==> config.mk <==
export PLATFORM = sky130hd
export DESIGN_NAME = vband_acq
export DESIGN_NICKNAME = d
export VERILOG_FILES = /design/src/rtl/vband_pkg.sv /design/src/rtl/vband_class.sv /design/src/rtl/vband_down_cnt.sv /design/src/rtl/vband_acq.sv
export SDC_FILE = /design/constraint.sdc
export NUM_CORES = 1
export LEC_CHECK = 0
export ABC_AREA = 1
export BUFFER_PORTS_ARGS = -buffer_cell sky130_fd_sc_hd__buf_4
export CAP_MARGIN = 25
export CORE_MARGIN = 2
export CORE_UTILIZATION = 30
export DETAILED_ROUTE_END_ITERATION = 8
export HOLD_SLACK_MARGIN = 0.06
export SYNTH_ARGS = -nofsm -noshare
export SYNTH_HDL_FRONTEND = slang
export SYNTH_HIERARCHICAL = 1
export SYNTH_SLANG_ARGS = --single-unit
==> constraint.sdc <==
create_clock -name clk -period 3.09 [get_ports clk]
set_input_delay 0 -clock clk [delete_from_list [all_inputs] [get_ports clk]]
set_output_delay 0 -clock clk [all_outputs]
set_load 0.005 [all_outputs]
==> src/rtl/vband_pkg.sv <==
package vband_pkg;

   localparam int CODE_W = 3;

   typedef enum logic [1:0] {
      VC_LOW  = 2'd0,
      VC_IN   = 2'd1,
      VC_HIGH = 2'd2,
      VC_BAD  = 2'd3
   } vcls_e;

   function automatic vcls_e classify(input logic [CODE_W-1:0] c);
      case (c)
         3'b000, 3'b001: return VC_LOW;
         3'b010, 3'b101: return VC_IN;
         3'b110, 3'b111: return VC_HIGH;
         default:        return VC_BAD;
      endcase
   endfunction

endpackage

==> src/rtl/vband_class.sv <==
module vband_class
   import vband_pkg::*;
(
   input  logic [CODE_W-1:0] code_i,
   output vcls_e             cls_o
);
   always_comb cls_o = classify(code_i);
endmodule

==> src/rtl/vband_down_cnt.sv <==
module vband_down_cnt #(
   parameter int W = 8
) (
   input  logic         clk,
   input  logic         rst_n,
   input  logic         load_i,
   input  logic [W-1:0] load_val_i,
   input  logic         dec_i,
   output logic [W-1:0] cnt_o
);
   if (W < 1) begin : g_bad_w
      $error("vband_down_cnt: W must be at least 1");
   end

   always_ff @(posedge clk or negedge rst_n) begin
      if (!rst_n)                    cnt_o <= '0;
      else if (load_i)               cnt_o <= load_val_i;
      else if (dec_i && cnt_o != '0) cnt_o <= cnt_o - 1'b1;
   end
endmodule

==> src/rtl/vband_acq.sv <==
module vband_acq
   import vband_pkg::*;
#(
   parameter int BAND_W     = 6,
   parameter int SETTLE_W   = 8,
   parameter int BUDGET_W   = 16,
   parameter bit USE_BUDGET = 1'b1
) (
   input  logic                clk,
   input  logic                rst_n,
   input  logic                cfg_wr,
   input  logic                srch_en,
   input  logic                auto_mode,
   input  logic [BAND_W-1:0]   init_band,
   input  logic [SETTLE_W-1:0] settle_cyc,
   input  logic [BUDGET_W-1:0] budget_cyc,
   input  logic [CODE_W-1:0]   adc_code,
   input  logic                adc_valid,
   output logic [BAND_W-1:0]   band,
   output logic                busy,
   output logic                done,
   output logic                err_limit,
   output logic                timeout,
   output logic [CODE_W-1:0]   last_code
);
   localparam logic [BAND_W-1:0] BAND_MAX = {BAND_W{1'b1}};
   localparam logic [BAND_W-1:0] BAND_DEF = BAND_MAX >> 1;

   if (BAND_W < 2 || BAND_W > 10) begin : g_bad_band
      $error("vband_acq: BAND_W outside 2..10");
   end
   if (SETTLE_W < 1) begin : g_bad_settle
      $error("vband_acq: SETTLE_W must be at least 1");
   end
   if (BUDGET_W < 2) begin : g_bad_budget
      $error("vband_acq: BUDGET_W must be at least 2");
   end

   // ---------------- trigger decode ----------------
   logic start_man, start_auto;
   assign start_man  = cfg_wr && !auto_mode;
   assign start_auto = cfg_wr && auto_mode && srch_en;

   // ---------------- code classification ----------------
   vcls_e cls;
   vband_class u_class (.code_i(adc_code), .cls_o(cls));

   // ---------------- settle counter ----------------
   logic [SETTLE_W-1:0] set_cnt;
   logic                settled, smp, take, go_dn, go_up, at_lim, step;
   logic                bud_last;

   assign settled = (set_cnt == '0);
   assign smp     = busy && settled && adc_valid;
   assign take    = smp && (cls != VC_BAD);
   assign go_dn   = take && (cls == VC_LOW);
   assign go_up   = take && (cls == VC_HIGH);
   assign at_lim  = (go_dn && band == '0) || (go_up && band == BAND_MAX);
   assign step    = (go_dn || go_up) && !at_lim && !bud_last;

   vband_down_cnt #(.W(SETTLE_W)) u_settle (
      .clk       (clk),
      .rst_n     (rst_n),
      .load_i    (start_auto || (!cfg_wr && step)),
      .load_val_i(settle_cyc),
      .dec_i     (busy),
      .cnt_o     (set_cnt)
   );

   // ---------------- budget counter ----------------
   if (USE_BUDGET) begin : g_budget
      logic [BUDGET_W-1:0] bud_cnt;
      vband_down_cnt #(.W(BUDGET_W)) u_budget (
         .clk       (clk),
         .rst_n     (rst_n),
         .load_i    (start_auto),
         .load_val_i(budget_cyc),
         .dec_i     (busy),
         .cnt_o     (bud_cnt)
      );
      assign bud_last = busy && (bud_cnt <= BUDGET_W'(1));
   end else begin : g_no_budget
      assign bud_last = 1'b0;
   end

   // ---------------- control ----------------
   always_ff @(posedge clk or negedge rst_n) begin
      if (!rst_n) begin
         band      <= BAND_DEF;
         busy      <= 1'b0;
         done      <= 1'b0;
         err_limit <= 1'b0;
         timeout   <= 1'b0;
      end else if (start_man) begin
         band      <= init_band;
         busy      <= 1'b0;
         done      <= 1'b1;
         err_limit <= 1'b0;
         timeout   <= 1'b0;
      end else if (start_auto) begin
         band      <= init_band;
         busy      <= 1'b1;
         done      <= 1'b0;
         err_limit <= 1'b0;
         timeout   <= 1'b0;
      end else if (busy) begin
         if (take && cls == VC_IN) begin
            busy <= 1'b0;
            done <= 1'b1;
         end else if (at_lim) begin
            busy      <= 1'b0;
            done      <= 1'b1;
            err_limit <= 1'b1;
         end else if (bud_last) begin
            busy    <= 1'b0;
            done    <= 1'b1;
            timeout <= 1'b1;
         end else if (go_dn) begin
            band <= band - 1'b1;
         end else if (go_up) begin
            band <= band + 1'b1;
         end
      end
   end

   always_ff @(posedge clk or negedge rst_n) begin
      if (!rst_n)                 last_code <= '0;
      else if (smp && !cfg_wr)    last_code <= adc_code;
   end

   // ---------------- assertions ----------------

   settle_hold_chk: assert property (@(posedge clk) disable iff (!rst_n)
      busy && !settled && !cfg_wr |=> $stable(band));


   single_step_chk: assert property (@(posedge clk) disable iff (!rst_n)
      busy && !cfg_wr |=> (band == $past(band)) || (band == $past(band) + 1'b1)
                          || (band == $past(band) - 1'b1));


   limit_band_chk: assert property (@(posedge clk) disable iff (!rst_n)
      $rose(err_limit) |-> (band == '0) || (band == BAND_MAX));


   timeout_end_chk: assert property (@(posedge clk) disable iff (!rst_n)
      $rose(timeout) |-> done && !busy && $stable(band));


   manual_load_chk: assert property (@(posedge clk) disable iff (!rst_n)
      start_man |=> band == $past(init_band) && done && !busy);


   no_trig_chk: assert property (@(posedge clk) disable iff (!rst_n)
      cfg_wr && auto_mode && !srch_en && !busy |=> $stable(band) && $stable(done) && !busy);


   code_rb_chk: assert property (@(posedge clk) disable iff (!rst_n)
      smp && !cfg_wr |=> last_code == $past(adc_code));


   bad_code_chk: assert property (@(posedge clk) disable iff (!rst_n)
      smp && cls == VC_BAD && !cfg_wr |=> $stable(band) && busy);

endmodule

* Word level (Yosys, flattened, before mapping)
Index checks and enable logic that the tools add are counted.
** Word-level totals
- Bits in registers :: 37
- Bits of input ports :: 39
- Output and inout port bits :: 13
- Logic and storage cells :: 105
** Operators by class
- Add/subtract/negate cells :: 4
- $lt $le $gt $ge :: 1
- Eq/ne operators :: 12
- Multiplexer cells :: 35
- Reduce and logical (&&, ||, !) cells :: 45
** Operator list (number)
- $mux W6 :: 8
- $mux W16 :: 2
- $mux W1 :: 22
- $logic_and A1 B1 Y1 :: 18
- $le A16 B1 Y1 const B :: 1
- $mux W8 :: 2
- $reduce_bool A16 Y1 :: 1
- $sub A16 B1 Y16 const B :: 1
- $eq A3 B3 Y1 const B :: 3
- $ne A3 B3 Y1 const B :: 3
- $reduce_bool A3 Y1 :: 3
- $logic_not A8 Y1 :: 1
- $reduce_bool A8 Y1 :: 1
- $sub A8 B1 Y8 const B :: 1
- $add A6 B1 Y6 const B :: 1
- $eq A6 B6 Y1 const B :: 1
- $logic_not A6 Y1 :: 1
- $pmux W2 S3 :: 1
- $reduce_or A2 Y1 :: 3
- $sub A6 B1 Y6 const B :: 1
- $reduce_and A5 Y1 :: 1
- $reduce_bool A5 Y1 :: 1
- $logic_not A1 Y1 :: 4
- $reduce_and A4 Y1 :: 1
- other kinds (12) :: 15

* Longest topological paths before layout
- Depth after elaboration :: 14
- Gate-level depth with buffers :: 17
- Gate-level depth less buffers :: 16

* Modules after synthesis
Netlist, hierarchy kept.
** By module, submodules not included
- vband_down_cnt at g_budget.u_budget :: times used 1, cells each 180, area each 1161.1 sq um, sequential area each 400.4 sq um
- vband_acq :: times used 1, cells each 152, area each 1068.5 sq um, sequential area each 331.6 sq um
- vband_down_cnt at u_settle :: times used 1, cells each 89, area each 624.3 sq um, sequential area each 200.2 sq um
- vband_class :: times used 1, cells each 9, area each 33.8 sq um, sequential area each 0.0 sq um

* Worst setup path before layout
OpenSTA, ideal clock, no wires.
- Path type :: reg-to-reg
- Start :: reg busy
- End :: reg band[4]
- Library setup time :: 72 ps
- Arrival time :: 2188 ps
- Required time :: 3018 ps
- Slack :: 830 ps
- Stages on the path, launching flop included :: 14
- Path buffers :: 0
- Clock period less this slack :: 2260 ps
- Cells stage by stage :: dfrtp_1 nand2_1 nand3b_4 nor3_4 inv_1 nor2_1 inv_1 fa_1 o21a_1 nand2_1 nand2_1 o21ai_0 nand2_1 o21ai_1
** On the way
- Word-level cells in the longest chain between the ends :: 11
- Elaborated cells on any way between the ends :: 23
- Classes of those cells :: 3 x eq/ne; 7 x mux; 13 x reduce/logical
** RTL lines
- start, declared :: RTL line vband_acq.sv:20 : output logic busy,
- start signal, assigned :: RTL line vband_acq.sv:90 : busy <= 1'b0;
- start signal, assigned :: RTL line vband_acq.sv:96 : busy <= 1'b0;
- start signal, assigned :: RTL line vband_acq.sv:102 : busy <= 1'b1;
- $logic_and A1 B1 Y1 (2 in series) :: RTL line vband_acq.sv:54 : assign smp = busy && settled && adc_valid;
- $logic_and A1 B1 Y1 :: RTL line vband_acq.sv:55 : assign take = smp && (cls != VC_BAD);
- $logic_and A1 B1 Y1 :: RTL line vband_acq.sv:56 : assign go_dn = take && (cls == VC_LOW);
- $mux W6 :: RTL line vband_acq.sv:118 : end else if (go_dn) begin
- $mux W6 :: RTL line vband_acq.sv:114 : end else if (bud_last) begin
- $mux W6 :: RTL line vband_acq.sv:110 : end else if (at_lim) begin
- $mux W6 :: RTL line vband_acq.sv:107 : if (take && cls == VC_IN) begin
- $mux W6 :: RTL line vband_acq.sv:106 : end else if (busy) begin
- $mux W6 :: RTL line vband_acq.sv:100 : end else if (start_auto) begin
- $mux W6 :: RTL line vband_acq.sv:94 : end else if (start_man) begin
- end signal, assigned :: RTL line vband_acq.sv:95 : band <= init_band;
- end signal, assigned :: RTL line vband_acq.sv:101 : band <= init_band;
- end signal, assigned :: RTL line vband_acq.sv:119 : band <= band - 1'b1;
- end, declared :: RTL line vband_acq.sv:19 : output logic [BAND_W-1:0] band,
Parallel ways exist; a longest one is shown, timed or not. The select of a mux whose other input is x is not followed.
A chain may end at the register's enable or synchronous reset.

* Final worst setup path
- Start :: reg busy
- End :: reg band[3]
The elaborated chain is that of the path after synthesis.

==> metrics.yaml <==
outcome: "finished clean"
max_slew_margin: 0.4137
tightest_slew_ns: 0.8737
die_w_microns: 102.1
ys_ff_latch: 37
core_sq_um: 9284
num_vias: 2999
fin_crit_sh: 0.8289
cts-htree-levels: 2
rows: 35
grt_util_all_layers: 0.1574
rsz0062_at_grt: "false"
synth_area_per_cell_sq_um: 6.716
critPathMostFrequentCell: "nand2_1"
overflow: 0
hold_class: "in -> reg"
worstPathArrival_ns: 2.75
crit_required_ns: 3.28
syn2layout_area_growth_pct: 32.28
numClockSinks: 37
cts_tree: "yes"
setup_violations: 0
holdPathEnd: "busy$_DFF_PN0_"
initial_core_util: 0.3111
nFillCells: 1023
drt-pass1-iter-count: 4
clock-root-buffer: "clkbuf_8"
grt_max_degree: 38
drtIter0Drc: 160
numCtsBuffers: 5
drv_cap: 0
clockBufferDepth: 2
path_max_fanout: 7
cpPeakStageDelay_ns: 0.53
wl_per_cell_microns: 11.82
power_w: 0.002459
die_h_microns: 102.1
r2r_end: "band[3]$_DFFE_PN1P_"
r2r_setup_slack_ns: 0.53
path_delay_family: "simple AND/OR/NAND/NOR gates"
hold_slack_ns: 0.1270
hold_start: "cfg_wr"
totalWireLength_microns: 7624
endpoint_kind: "flop"
whs_path_depth: 3
crit_chain: "nand2_1 -> nand3b_4 -> nor3_4 -> inv_1 -> nor2_1 -> ha_1 -> a21oi_1 -> nand2_1 -> xor2_1 -> mux2i_1 -> inv_1 -> nand2_1 -> o21ai_0"
gp_congestion: 0.8629
synth_fp_nets: 477
cts_resized: 0
ys_warn_count: 6
worstSkewPairLatency_ns: 0.29
netlist_area_sq_um: 2888
seq_area_frac_synth: 0.3228
max_freq_mhz: 390.4
finalMaxSlewViolations: 0
hold_viol: 0
grt_pass1_vias: 2962
drive_gt1_frac: 0.1860
ys_types: 37
clk_pin_slew_ns: 0.07
port_buffers: 51
tns_ns: 0
slowest_stage: "dfrtp_1"
antenna_left: 0
dieArea_sq_um: 10430
critical_path_class: "reg -> reg"
ir_drop_mv: 0.2726
synthCells: 430
fin_skew_ns: 0.009689
diodes: 0
grt_antenna_before_repair: 0
drt_drc_violations_left: 0
hpwl_microns: 5643
worstReg2RegStart: "busy$_DFF_PN0_"
crit_buf_inv: 2
avgViaCountPerCell: 4.650
leakage_nw: 1.893
nNetsFinal: 563
start_kind: "flop"
rr_worst_depth: 13
ioPinCount: 52
period_needed_ns: 2.561
grt_pass1_wl_microns: 13300
p_per_area_nw_per_um2: 643.7
cell usage in the layout, fill, tap and decap left out, drive strengths merged:
master	Yosys	final
ha	7	7
nand2	131	131
a31oi	1	1
fa	1	1
nor2	74	74
dfstp	5	5
o211ai	3	3
nor3	4	4
buf	6	52
a21oi	5	5
mux2	3	3
xnor2	3	3
xor2	5	5
dlygate4sd3	0	36
o21ai	27	27
nand3	62	62
o21a	1	1
clkbuf	3	7
nand4	3	3
dfrtp	32	32
mux2i	1	1
nand3b	3	3
inv	46	46
or2	4	4
registers in the layout, indices dropped and copies added (netlist names):
signal,flops
done,1
u_settle/cnt_o,8
band,6
busy,1
err_limit,1
last_code,3
timeout,1
g_budget.u_budget/cnt_o,16
what timing repair did:
action / CTS / global route
hold buffers: 36 / 0
endpoints found under the hold margin: 71 / 0
setup buffers: 0 / 0
metal layers:
metal,vias to the layer above,wire [microns],global-route usage
met5,-,0,0
li1,1548,-,-
met3,11,282,0.02120
met1,1374,3758,0.2223
met2,66,3443,0.2540
met4,0,140,0.04205
logic make-up (layout without fill, tap and decap cells):
group / count (synthesis) / after routing / share of synthesized area
AND/OR/NAND/NOR: 281 / 281 / 0.4354
buffers and inverters: 55 / 141 / 0.08275
AO/OA/AOI/OAI: 37 / 37 / 0.08233
flip-flops: 37 / 37 / 0.3228
adder cells (fa/ha/maj): 8 / 8 / 0.03726
XOR/XNOR: 8 / 8 / 0.02426
multiplexers: 4 / 4 / 0.01516
cell usage after synthesis:
cell type	n	area share
mux2i_1	1	0.0035
inv_1	45	0.058
dfstp_2	5	0.045
o21ai_2	8	0.024
fa_1	1	0.0069
a21oi_1	5	0.0087
nor2_1	66	0.086
o21ai_4	1	0.0056
xnor2_1	3	0.0091
o211ai_1	3	0.0078
inv_2	1	0.0013
xor2_1	5	0.015
nor3_4	1	0.0056
dfrtp_1	32	0.28
a31oi_1	1	0.0022
o21a_1	1	0.0026
nand4_1	3	0.0065
or2_2	4	0.0087
nor2_2	5	0.011
ha_1	7	0.030
mux2_2	3	0.012
nand3b_4	1	0.0069
nand2_1	126	0.16
nand3b_1	2	0.0052
o21ai_1	2	0.0035
nor3_1	3	0.0052
buf_2	3	0.0052
clkbuf_1	2	0.0026
buf_4	1	0.0026
o21ai_0	16	0.028
nand3_2	1	0.0035
nand3_1	61	0.11
nand2_4	3	0.012
nand2_2	2	0.0043
clkbuf_8	1	0.0048
buf_6	2	0.0078
nor2_4	3	0.012
where the power goes:
part	internal [W]	switching (W)	leakage, nW
Sequential	0.000668	0.000245	0.457
Combinational	0.000501	0.000695	1.39
Clock	0.000177	0.000173	0.0443
cell type report:
cell class              instances  area [sq um]  share of cell area
inverters                      46         172.7             0.04520
clock buffers                   7         86.33             0.02260
flip-flops and latches         37         932.1              0.2440
multi-input cells             338          1717              0.4494
well taps                     129         161.4             0.04225
repair buffers                 88         750.7              0.1965
worst reg2reg max path, cell delays in order (launching register included):
cell      delay [ns]
dfrtp_1         0.53
nand2_1         0.08
nand3b_4        0.18
nor3_4          0.19
inv_1           0.06
nor2_1          0.28
ha_1            0.36
a21oi_1         0.23
nand2_1         0.10
xor2_1          0.15
mux2i_1         0.13
inv_1           0.05
nand2_1         0.05
o21ai_0         0.08
worst max-delay path by stage:
stage	startpoint	to	slack, ns	cells past startpoint
after global placement	busy$_DFF_PN0_	band[3]$_DFFE_PN1P_	0.66	13
after global routing	busy$_DFF_PN0_	band[3]$_DFFE_PN1P_	0.20	13
after detailed placement	busy$_DFF_PN0_	band[3]$_DFFE_PN1P_	0.57	13
after floorplan	busy$_DFF_PN0_	band[4]$_DFFE_PN1P_	0.83	13
final	busy$_DFF_PN0_	band[3]$_DFFE_PN1P_	0.53	13
after CTS	busy$_DFF_PN0_	band[3]$_DFFE_PN1P_	0.54	13
metrics by stage:
step                instances  cell area [sq um]  worst slack, ns    util
finish                    645               3820           0.5287  0.4115
global route              645               3820           0.2007  0.4115
CTS                       645               3820           0.5388  0.4115
detailed placement        602               3373           0.5685  0.3633
global placement          602               3373           0.6598  0.3633
floorplan                 430               2888           0.8297       -
Note: power is estimated with default switching activity, not from simulation.
